File: src/rtl/nand_ctrl_pkg.sv
`timescale 1ns/1ps
package nand_ctrl_pkg;
  typedef enum logic [3:0] {
    REG_CMD      = 4'd0,
    REG_ADDR     = 4'd1,
    REG_DATA     = 4'd2,
    REG_TIMING   = 4'd3,
    REG_CFG      = 4'd4,
    REG_CTRL     = 4'd5,
    REG_STATUS   = 4'd6,
    REG_XCNT     = 4'd7,
    REG_IRQ_FLAG = 4'd8,
    REG_IRQ_EN   = 4'd9,
    REG_IRQ_CLR  = 4'd10
  } reg_idx_e;

  // field order from msb is decoded by the sequencer
  typedef struct packed {
    logic [3:0] rdy;
    logic [3:0] width;
    logic [3:0] hold;
    logic [3:0] setup;
  } strobe_tim_t;

  typedef enum logic [2:0] {PH_IDLE, PH_SETUP, PH_STROBE, PH_HOLD, PH_WAIT} phase_e;
  typedef enum logic [1:0] {CYC_DATA, CYC_CMD, CYC_ADDR} cyc_kind_e;

  localparam int CFG_FORCE_CE = 5;
  localparam int CTRL_SRST    = 2;
  localparam int IRQ_RDY      = 0;
  localparam int IRQ_XFER     = 1;
  localparam int IRQ_N        = 2;
endpackage

File: src/rtl/nand_rb_sync.sv
`timescale 1ns/1ps
module nand_rb_sync #(
  parameter int STAGES = 2
) (
  input  logic clk_i,
  input  logic rst_ni,
  input  logic rb_i,
  output logic rb_o,
  output logic rise_o
);
  logic [STAGES-1:0] sync_q;
  logic              last_q;

  // reset to ready so no false edge follows reset
  always_ff @(posedge clk_i or negedge rst_ni) begin
    if (!rst_ni) begin
      sync_q <= '1;
      last_q <= 1'b1;
    end else begin
      sync_q <= {sync_q[STAGES-2:0], rb_i};
      last_q <= sync_q[STAGES-1];
    end
  end

  assign rb_o   = sync_q[STAGES-1];
  assign rise_o = rb_o & ~last_q;
endmodule

File: src/rtl/nand_phase_seq.sv
`timescale 1ns/1ps
module nand_phase_seq
  import nand_ctrl_pkg::*;
#(
  parameter int BYTE_W = 8
) (
  input  logic              clk_i,
  input  logic              rst_ni,
  input  logic              start_i,
  input  logic              rd_i,
  input  cyc_kind_e         kind_i,
  input  logic [BYTE_W-1:0] byte_i,
  input  strobe_tim_t       tim_i,
  input  logic [BYTE_W-1:0] io_i,
  output logic              active_o,
  output logic              done_o,
  output logic              cle_o,
  output logic              ale_o,
  output logic              we_no,
  output logic              re_no,
  output logic [BYTE_W-1:0] io_o,
  output logic              io_oe_o,
  output logic [BYTE_W-1:0] rd_byte_o
);
  phase_e            phase_q;
  logic [3:0]        cnt_q;
  logic              rd_q;
  cyc_kind_e         kind_q;
  logic [BYTE_W-1:0] byte_q, rd_byte_q;
  strobe_tim_t       tim_q;

  always_ff @(posedge clk_i or negedge rst_ni) begin
    if (!rst_ni) begin
      phase_q   <= PH_IDLE;
      cnt_q     <= '0;
      rd_q      <= 1'b0;
      kind_q    <= CYC_DATA;
      byte_q    <= '0;
      rd_byte_q <= '0;
      tim_q     <= '0;
    end else begin
      unique case (phase_q)
        PH_IDLE: if (start_i) begin
          phase_q <= PH_SETUP;
          cnt_q   <= tim_i.setup;
          rd_q    <= rd_i;
          kind_q  <= kind_i;
          byte_q  <= byte_i;
          tim_q   <= tim_i;
        end
        PH_SETUP: if (cnt_q == 0) begin
          phase_q <= PH_STROBE;
          cnt_q   <= tim_q.width;
        end else cnt_q <= cnt_q - 4'd1;
        PH_STROBE: if (cnt_q == 0) begin
          phase_q <= PH_HOLD;
          cnt_q   <= tim_q.hold;
          if (rd_q) rd_byte_q <= io_i;
        end else cnt_q <= cnt_q - 4'd1;
        PH_HOLD: if (cnt_q == 0) begin
          if (tim_q.rdy == 0) phase_q <= PH_IDLE;
          else begin
            phase_q <= PH_WAIT;
            cnt_q   <= tim_q.rdy;
          end
        end else cnt_q <= cnt_q - 4'd1;
        PH_WAIT: if (cnt_q <= 4'd1) phase_q <= PH_IDLE;
                 else cnt_q <= cnt_q - 4'd1;
        default: phase_q <= PH_IDLE;
      endcase
    end
  end

  assign active_o  = (phase_q == PH_SETUP) || (phase_q == PH_STROBE) || (phase_q == PH_HOLD);
  assign done_o    = ((phase_q == PH_HOLD) && (cnt_q == 0) && (tim_q.rdy == 0)) ||
                     ((phase_q == PH_WAIT) && (cnt_q <= 4'd1));
  assign cle_o     = active_o && (kind_q == CYC_CMD);
  assign ale_o     = active_o && (kind_q == CYC_ADDR);
  assign we_no     = !((phase_q == PH_STROBE) && !rd_q);
  assign re_no     = !((phase_q == PH_STROBE) && rd_q);
  assign io_oe_o   = active_o && !rd_q;
  assign io_o      = byte_q;
  assign rd_byte_o = rd_byte_q;
endmodule

File: src/rtl/nand_irq_flags.sv
`timescale 1ns/1ps
module nand_irq_flags #(
  parameter int N = 2
) (
  input  logic         clk_i,
  input  logic         rst_ni,
  input  logic         srst_i,
  input  logic [N-1:0] set_i,
  input  logic [N-1:0] clr_i,
  input  logic         en_we_i,
  input  logic [N-1:0] en_d_i,
  output logic [N-1:0] flags_o,
  output logic [N-1:0] en_o,
  output logic         irq_o
);
  for (genvar b = 0; b < N; b++) begin : g_flag
    // a new event wins over a simultaneous clear
    always_ff @(posedge clk_i or negedge rst_ni) begin
      if (!rst_ni)        flags_o[b] <= 1'b0;
      else if (srst_i)    flags_o[b] <= 1'b0;
      else if (set_i[b])  flags_o[b] <= 1'b1;
      else if (clr_i[b])  flags_o[b] <= 1'b0;
    end
  end

  always_ff @(posedge clk_i or negedge rst_ni) begin
    if (!rst_ni)      en_o <= '0;
    else if (srst_i)  en_o <= '0;
    else if (en_we_i) en_o <= en_d_i;
  end

  assign irq_o = |(flags_o & en_o);
endmodule

File: src/rtl/nand_strobe_ctrl.sv
`timescale 1ns/1ps
module nand_strobe_ctrl
  import nand_ctrl_pkg::*;
#(
  parameter int          ADDR_W  = 6,
  parameter int          CNT_W   = 8,
  parameter int          SYNC_N  = 2,
  parameter logic [31:0] TIM_RST = 32'hFFFF_FFFF
) (
  input  logic              clk_i,
  input  logic              rst_ni,
  input  logic              req_i,
  input  logic              we_i,
  input  logic [ADDR_W-1:0] addr_i,
  input  logic [31:0]       wdata_i,
  output logic [31:0]       rdata_o,
  output logic              ack_o,
  output logic              nce_o,
  output logic              cle_o,
  output logic              ale_o,
  output logic              nwe_o,
  output logic              nre_o,
  output logic [7:0]        io_o,
  output logic              io_oe_o,
  input  logic [7:0]        io_i,
  input  logic              rb_i,
  output logic              irq_o
);
  localparam int BYTE_W = 8;

  logic [3:0]  idx;
  logic        accept, flash_op, start, reg_acc, reg_wr, srst;
  logic        ack_q, pend_q, pend_data_q;
  logic [31:0] rdata_q, rd_mux, timing_q;
  logic        force_q;
  logic [CNT_W-1:0] xcnt_q;
  logic        xfer_set;
  cyc_kind_e   kind;
  strobe_tim_t tim_sel;
  logic        seq_active, seq_done;
  logic [BYTE_W-1:0] rd_byte;
  logic        rb_sync, rb_rise;
  logic [IRQ_N-1:0] flags, irq_en;

  assign idx      = 4'(addr_i[ADDR_W-1:2]);
  assign flash_op = (idx == REG_DATA) || (we_i && ((idx == REG_CMD) || (idx == REG_ADDR)));
  assign accept   = req_i && !ack_q && !pend_q;
  assign start    = accept && flash_op;
  assign reg_acc  = accept && !flash_op;
  assign reg_wr   = reg_acc && we_i;
  assign srst     = reg_wr && (idx == REG_CTRL) && wdata_i[CTRL_SRST];

  always_comb begin
    unique case (idx)
      REG_CMD:  kind = CYC_CMD;
      REG_ADDR: kind = CYC_ADDR;
      default:  kind = CYC_DATA;
    endcase
  end
  assign tim_sel = we_i ? strobe_tim_t'(timing_q[31:16]) : strobe_tim_t'(timing_q[15:0]);

  nand_phase_seq #(.BYTE_W(BYTE_W)) u_seq (
    .clk_i, .rst_ni,
    .start_i  (start),
    .rd_i     (!we_i),
    .kind_i   (kind),
    .byte_i   (wdata_i[BYTE_W-1:0]),
    .tim_i    (tim_sel),
    .io_i,
    .active_o (seq_active),
    .done_o   (seq_done),
    .cle_o, .ale_o,
    .we_no    (nwe_o),
    .re_no    (nre_o),
    .io_o, .io_oe_o,
    .rd_byte_o(rd_byte)
  );

  nand_rb_sync #(.STAGES(SYNC_N)) u_rb (
    .clk_i, .rst_ni, .rb_i,
    .rb_o  (rb_sync),
    .rise_o(rb_rise)
  );

  logic [IRQ_N-1:0] irq_set, irq_clr;
  assign irq_set = {xfer_set, rb_rise};
  assign irq_clr = (reg_wr && (idx == REG_IRQ_CLR)) ? wdata_i[IRQ_N-1:0] : '0;

  nand_irq_flags #(.N(IRQ_N)) u_irq (
    .clk_i, .rst_ni,
    .srst_i (srst),
    .set_i  (irq_set),
    .clr_i  (irq_clr),
    .en_we_i(reg_wr && (idx == REG_IRQ_EN)),
    .en_d_i (wdata_i[IRQ_N-1:0]),
    .flags_o(flags),
    .en_o   (irq_en),
    .irq_o
  );

  assign xfer_set = seq_done && pend_data_q && (xcnt_q == CNT_W'(1));

  always_comb begin
    rd_mux = '0;
    unique case (idx)
      REG_TIMING:   rd_mux = timing_q;
      REG_CFG:      rd_mux[CFG_FORCE_CE] = force_q;
      REG_STATUS:   rd_mux[0] = rb_sync;
      REG_XCNT:     rd_mux[CNT_W-1:0] = xcnt_q;
      REG_IRQ_FLAG: rd_mux[IRQ_N-1:0] = flags;
      REG_IRQ_EN:   rd_mux[IRQ_N-1:0] = irq_en;
      default:      rd_mux = '0;
    endcase
  end

  always_ff @(posedge clk_i or negedge rst_ni) begin
    if (!rst_ni) begin
      ack_q       <= 1'b0;
      pend_q      <= 1'b0;
      pend_data_q <= 1'b0;
      rdata_q     <= '0;
      timing_q    <= TIM_RST;
      force_q     <= 1'b0;
      xcnt_q      <= '0;
    end else begin
      ack_q <= reg_acc || seq_done;
      if (start) begin
        pend_q      <= 1'b1;
        pend_data_q <= (idx == REG_DATA);
      end else if (seq_done) pend_q <= 1'b0;
      if (reg_acc)       rdata_q <= rd_mux;
      else if (seq_done) rdata_q <= {{(32-BYTE_W){1'b0}}, rd_byte};
      if (srst) begin
        timing_q <= TIM_RST;
        force_q  <= 1'b0;
        xcnt_q   <= '0;
      end else begin
        if (reg_wr && (idx == REG_TIMING)) timing_q <= wdata_i;
        if (reg_wr && (idx == REG_CFG))    force_q  <= wdata_i[CFG_FORCE_CE];
        if (reg_wr && (idx == REG_XCNT))   xcnt_q   <= wdata_i[CNT_W-1:0];
        else if (seq_done && pend_data_q && (xcnt_q != '0)) xcnt_q <= xcnt_q - CNT_W'(1);
      end
    end
  end

  assign ack_o   = ack_q;
  assign rdata_o = rdata_q;
  assign nce_o   = !(force_q || seq_active);
endmodule

File: config.mk
export PLATFORM = sky130hd
export DESIGN_NAME = nand_strobe_ctrl
export DESIGN_NICKNAME = d
export VERILOG_FILES = /design/src/rtl/nand_ctrl_pkg.sv /design/src/rtl/nand_rb_sync.sv /design/src/rtl/nand_phase_seq.sv /design/src/rtl/nand_irq_flags.sv /design/src/rtl/nand_strobe_ctrl.sv
export SDC_FILE = /design/constraint.sdc
export NUM_CORES = 1
export LEC_CHECK = 0
export ABC_AREA = 1
export BUFFER_PORTS_ARGS = -buffer_cell sky130_fd_sc_hd__buf_4
export CORE_UTILIZATION = 45
export DETAILED_ROUTE_END_ITERATION = 12
export PLACE_DENSITY = 0.69
export SLEW_MARGIN = 20
export SYNTH_ARGS = -nofsm -noshare
export SYNTH_HDL_FRONTEND = slang
export SYNTH_SLANG_ARGS = --single-unit
File: constraint.sdc
create_clock -name clk_i -period 2.32 [get_ports clk_i]
set_clock_uncertainty 0.15 [all_clocks]
set_input_delay 0.232 -clock clk_i [delete_from_list [all_inputs] [get_ports clk_i]]
set_output_delay 0.232 -clock clk_i [all_outputs]
set_load 0.02 [all_outputs]
; Yosys cells after proc, flatten, opt, wreduce, memory -nomap -nowiden
; Index checks and enable logic that the tools add are counted.
[totals]
ff_bits = 121
latchBits = 0
ramBits = 0
mem_bits_ro = 0
inputBits = 51
output_inout_bits = 48
elab_cells = 151
n_memories = 0
[classes]
addsub = 2
mul = 0
n_div = 0
order_cmp = 1
n_eq_ne = 24
n_shift = 0
muxes = 42
n_bitwise = 3
n_reduce_logical = 58
[op_table]
columns = operator, n
row1 = $mux W32, 4
row2 = $logic_and A1 B1 Y1, 24
row3 = $mux W24, 1
row4 = $mux W4, 6
row5 = $mux W8, 3
row6 = $pmux W4 S5, 1
row7 = $mux W3, 6
row8 = $eq A4 B3 Y1 const B, 4
row9 = $mux W16, 1
row10 = $pmux W3 S5, 1
row11 = $eq A4 B4 Y1 const B, 3
row12 = $logic_not A4 Y1, 3
row13 = $mux W1, 10
row14 = $reduce_bool A2 Y1, 5
row15 = $reduce_bool A3 Y1, 3
row16 = $eq A4 B2 Y1 const B, 2
row17 = $eq A8 B1 Y1 const B, 1
row18 = $logic_not A1 Y1, 8
row19 = $ne A2 B1 Y1 const B, 4
row20 = $pmux W2 S2, 2
row21 = $reduce_bool A8 Y1, 1
row22 = $sub A8 B1 Y8 const B, 1
row23 = $logic_or A1 B1 Y1, 7
row24 = $eq A3 B2 Y1 const B, 2
row25 = 24 further kinds, 27

; Depth between registers and ports, before layout
[logic_depth]
word_depth = 12
mapped_depth = 12
depth_no_buf = 11

; By module
; From an unflattened synthesis, not the netlist that was laid out.
[unflattened]
cells_unflattened = 721
hier_area_um2 = 6125.9
[modules_own_cells]
columns = mod, instances, cells_each, area_per_inst_um2, seq_area_each_um2
row1 = nand_strobe_ctrl, 1, 476, 3878.7, 1941.9
row2 = nand_phase_seq, 1, 217, 1979.4, 950.9
row3 = nand_irq_flags, 1, 23, 178.9, 100.1
row4 = nand_rb_sync, 1, 5, 88.8, 78.8

; Worst setup path before layout
; Ideal clock, no wire load.
[synth_timing]
path_kind = register to register
start = register u_seq.cnt_q[0]
end = register rdata_q[25], in the netlist rdata_o[25]
setup_time_ns = 0.132
arrival_time_ns = 1.548
t_required_ns = 2.038
slack_ns = 0.490
stages_incl_launch_ff = 12
path_buffers = 2
period_less_slack_ns = 1.830
path_cell_list = dfrtp_1 > inv_1 > ha_1 > buf_4 > nand2_1 > nor2_4 > nand3_4 > nand3_4 > inv_4 > buf_6 > nand2_1 > o21ai_0
[synth_via]
elab_chain_len = 5
elab_cells_between_ends = 7
classes_between = order compare: 1 / reduce/logical: 6
[synth_rtl]
columns = element, line_no
row1 = start: declaration, nand_phase_seq.sv:26  ; logic [3:0] cnt_q;
row2 = start signal: assignment, nand_phase_seq.sv:45  ; cnt_q <= tim_i.setup;
row3 = start signal: assignment, nand_phase_seq.sv:53  ; cnt_q <= tim_q.width;
row4 = start signal: assignment, nand_phase_seq.sv:54  ; end else cnt_q <= cnt_q - 4'd1;
row5 = "parallel branches: the longest is 3 deep, another holds $le A4 B1 Y1", --
row6 = $logic_or A1 B1 Y1 (*), nand_phase_seq.sv:75  ; assign done_o = ((phase_q == PH_HOLD) && (cnt_q == 0) && (tim_q.rdy == 0)) ||
row7 = $reduce_bool A2 Y1 (no line) (*), --
row8 = end signal: assignment, nand_strobe_ctrl.sv:131  ; if (reg_acc) rdata_q <= rd_mux;
row9 = end signal: assignment, nand_strobe_ctrl.sv:132  ; else if (seq_done) rdata_q <= {{(32-BYTE_W){1'b0}}, rd_byte};
row10 = end: declaration, nand_strobe_ctrl.sv:34  ; logic [31:0] rdata_q, rd_mux, timing_q;
; Mark *: on every way between the ends.
; A chain may end at the register's enable or synchronous reset.

; Worst setup path in the final report
[layout_timing]
start = input port addr_i[2]
end = register rdata_q[21], in the netlist rdata_o[21]
[layout_via]
elab_chain_len = 7
elab_cells_between_ends = 12
classes_between = eq/ne: 3 / mux: 2 / reduce/logical: 7
[layout_rtl]
columns = element, line_no
row1 = start: declaration, nand_strobe_ctrl.sv:14  ; input logic [ADDR_W-1:0] addr_i,
row2 = $eq A4 B1 Y1 / $logic_not A4 Y1 (equally long branches), nand_strobe_ctrl.sv:46  ; assign flash_op = (idx == REG_DATA) || (we_i && ((idx == REG_CMD) || (idx == REG_ADDR)));
row3 = $logic_or A1 B1 Y1, nand_strobe_ctrl.sv:46
row4 = $logic_and A1 B1 Y1, nand_strobe_ctrl.sv:46
row5 = $logic_or A1 B1 Y1, nand_strobe_ctrl.sv:46
row6 = $logic_not A1 Y1, nand_strobe_ctrl.sv:49  ; assign reg_acc = accept && !flash_op;
row7 = $logic_and A1 B1 Y1, nand_strobe_ctrl.sv:49
row8 = $mux W32 / $reduce_bool A2 Y1 (equally long branches), --
; Several ways; a longest one is shown, not always the timed one.

==> impl_metrics.py <==
metrics = {
    "worst_setup_path": {
        "critPathArrivalTime_ns": 2.27,
        "path_class": "in -> reg",
        "endpoint_kind": "register",
        "crit_chain": "dlygate4sd3_1 > buf_4 > nand2_2 > nand3_4 > nand2_2 > nand3_4 > inv_4 > nand2_1 > o21ai_0",
        "cp_slowest_stage_delay_ns": 0.53,
        "worstPathMaxFanout": 28,
        "critical-path-slowest-cell": "dlygate4sd3_1",
        "worstRegToRegCells": 9,
        "required_ns": 2.50,
        "start_kind": "input pin",
    },
    "place": {
        "portBuffers": 96,
        "hpwl_um": 11100,
        "place.gp.congestion": 0.957,
    },
    "route": {
        "final_antenna_net_count": 0,
        "dr_total_vias": 5503,
        "wl_per_cell_um": 15.1,
        "drc": 0,
        "drtIter0Drc": 443,
        "vias_per_cell": 5.23,
        "drt_wl_total_um": 15900,
        "first_pass_iters": 5,
    },
    "yosys": {
        "syn-num-nets": 775,
        "avgSynthCellArea_sq_um": 8.37,
        "synthTopCellsByArea": "dfrtp_1 36%, dfstp_2 15%, nand2_1 12%",
        "synthMuxAreaShare_pct": 1.12,
        "synthesis.area_sq_um": 6030,
        "ys_ff_latch": 121,
        "synthSimpleGateAreaFrac_pct": 24.8,
        "ys.flop_type": "dfrtp_1",
        "synth_warnings": 0,
        "synth-seq-area-share_pct": 51.0,
        "async_reset_ff_share_pct": 100,
        "synth_edf_count": 0,
        "synth_cell_types": 38,
        "synth-compound-area-share_pct": 14.4,
        "synth_top_family_by_area": "simple AND/OR/NAND/NOR gates",
        "syn_inst": 720,
        "synth_top_area_cell": "dfrtp_1",
        "netlist.area_leader.share_pct": 35.7,
        "synth_fa_ha_area_share_pct": 0.831,
        "synth-xor-area-share_pct": 0.436,
    },
    "floorplan": {
        "core_sq_um": 12800,
        "row_count": 41,
        "die_y_um": 118,
        "start_util_pct": 47.0,
        "die_width_um": 118,
        "pin_count": 99,
        "die_area_sq_um": 13900,
    },
    "sta": {
        "tightestPinTransition_ns": 0.672,
        "rsz0062_at_grt": "false",
        "fin_tns_setup_ns": 0,
        "fmax_mhz": 479,
        "min_period_ns": 2.09,
        "final-hold-violation-count": 0,
        "setup_viol": 0,
        "slew_headroom_pct": 54.9,
        "slew_viol_final": 0,
        "period_share_pct": 89.9,
    },
    "power_and_ir_drop": {
        "p_leak_nw": 3.93,
        "finalPower_mw": 10.4,
        "p_comb_share_pct": 37.4,
        "ir_worst_vdd_mv": 0.643,
        "pwr-share-clk_pct": 26.2,
        "internal_power_mw": 6.43,
        "power.density_nw_per_um2": 1290,
        "p_sw_share_pct": 38.0,
        "sequentialPowerShare_pct": 36.4,
        "switchingPower_mw": 3.93,
    },
    "global_routing": {
        "grt-ovfl-total": 0,
        "grt_pass1_vias": 5334,
        "grt.total_usage_pct": 24.4,
        "grt_first_pass_wirelength_um": 26500,
        "antenna_found_initial": 0,
        "grt_max_degree": 62,
    },
    "cts": {
        "clk_latency_ns": 0.42,
        "cts_sinks": 121,
        "numCtsBuffers": 17,
        "postCtsSetupBuffers": 0,
        "cts_tree": "done",
        "htreeDepth": 4,
        "cts.path.max_buffers": 2,
        "path_clk_slew_ns": 0.06,
        "cts_root_buf": "clkbuf_16",
    },
    "layout": {
        "finalNetCount": 923,
        "diodes": 0,
        "syn_to_final_growth_pct": 33.4,
        "drive_above_1_share_pct": 25.5,
        "final_core_util_pct": 62.7,
    },
    "worst_hold_path": {
        "min_path_type": "in -> reg",
        "worst_hold_path.num_cells": 4,
    },
    "run": {
        "drv_cap": 0,
    },
    "status": {
        "outcome": "complete, no violations",
    },
}
==> power groups by stage <==
stage	clock [mW]	sequential, mW	combinational, mW
2_1_floorplan	0	3.91	2.36
6_report	2.71	3.77	3.87
5_1_grt	2.83	3.89	4.34
3_5_place_dp	0	3.79	3.76
4_1_cts	2.73	3.77	3.86
3_3_place_gp	0	3.76	3.67
==> cell usage after synthesis (5+ instances only) <==
cell,number
nor3_1,5
clkbuf_1,5
buf_2,14
nand3_4,6
dfstp_2,35
nor2_2,6
nor2_4,8
nand2_2,7
mux2_2,6
nor2_1,28
nand4_1,5
dfrtp_1,86
inv_1,74
o211ai_1,9
o21ai_1,27
nand3_1,41
inv_2,8
nand2_1,198
o21ai_0,110
a21oi_1,10
==> cells by family after synthesis <==
family / after synthesis
simple gates: 315
xor+xnor: 3
flops: 121
buf+inv: 107
mux: 6
compound gates: 164
fa+ha+maj: 4
==> worst max-delay path, delay by kind of cell <==
| kind | cells | cell delay [ns] |
|---|---|---|
| AOI/OAI and AO/OA | 1 | 0.09 |
| buffers and inverters | 3 | 1.01 |
| and+or+nand+nor | 5 | 0.92 |
==> layer usage <==
| layer | vias up | part of all wire [%] | GRT usage (%) |
|---|---|---|---|
| met4 | 0 | 2.6 | 11.3 |
| met2 | 197 | 47 | 37.8 |
| met5 | - | 0 | 0 |
| li1 | 2663 | - | - |
| met1 | 2610 | 45 | 32.5 |
| met3 | 33 | 5.6 | 5.33 |
==> final timing paths <==
path / slack, ns / startpoint / to
max: 0.23 / addr_i[2] / rdata_o[21]
min: 0.05 / addr_i[4] / u_seq.kind_q[1]
max reg2reg: 0.25 / u_seq.cnt_q[1] / rdata_o[21]
min reg2reg: 0.20 / u_rb.sync_q[0] / u_rb.sync_q[1]
max in group asynchronous: 1.14 / rst_ni / u_rb.sync_q[1]
min in group asynchronous: 0.17 / rst_ni / rdata_o[13]
==> what timing repair did <==
action                                 CTS  global route
resized for setup                        0             1
hold buffers                            44             0
setup endpoints to repair                0             4
endpoints found under the hold margin   77             0
==> cell usage in the layout (no fill, tap or decap), types with 2 or more instances in the layout <==
master,n
nor3_1,5
dfstp_2,35
nand3_4,6
clkinv_2,3
o211ai_1,9
dfrtp_1,86
clkbuf_8,2
clkinv_4,3
mux2_2,6
nand4_2,2
nand2_1,198
clkbuf_1,2
a21oi_1,10
nand3_1,41
nand3b_1,4
dlygate4sd3_1,44
nor2_2,6
inv_2,8
clkinvlp_4,2
buf_4,104
xor2_1,3
inv_1,74
nor2_1,28
o31ai_1,2
a31oi_1,2
nand2_2,7
clkbuf_16,17
nand3_2,2
nor2_4,8
nand4_1,5
o21ai_0,110
ha_1,3
bufinv_16,3
buf_12,5
o21ai_1,27
==> sequential cells by signal, indices dropped and copies added, names as in the netlist, 2 cells and up <==
| signal | count |
|---|---|
| u_seq.phase_q | 3 |
| u_rb.sync_q | 2 |
| u_irq.flags_o | 2 |
| u_seq.io_o | 8 |
| rdata_o | 32 |
| u_seq.rd_byte_o | 8 |
| xcnt_q | 8 |
| u_irq.en_o | 2 |
| u_seq.cnt_q | 4 |
| u_seq.kind_q | 2 |
| u_seq.tim_q | 12 |
| timing_q | 32 |
==> layout make-up <==
cell class | instances | area (sq um)
fill | 1140 | 4790
sequential | 121 | 3070
multi-input combinational | 492 | 2510
timing repair buffer | 153 | 1320
clock buffer | 21 | 460
inverter | 83 | 314
tap | 172 | 215
clock inverter | 11 | 146
==> stage by stage <==
step                      cell area (sq um)  hold slack, ns  instances  setup slack (ns)
after floorplan                        6030          -0.214        720             0.490
after global placement                 6990          0.0908        977             0.196
after detailed placement               6990           0.101        977             0.122
after CTS                              8030          0.0463       1053             0.123
after global routing                   8040          0.0814       1053            0.0880
final                                  8040          0.0547       1053             0.234
Power figures use the tool's default switching activity.
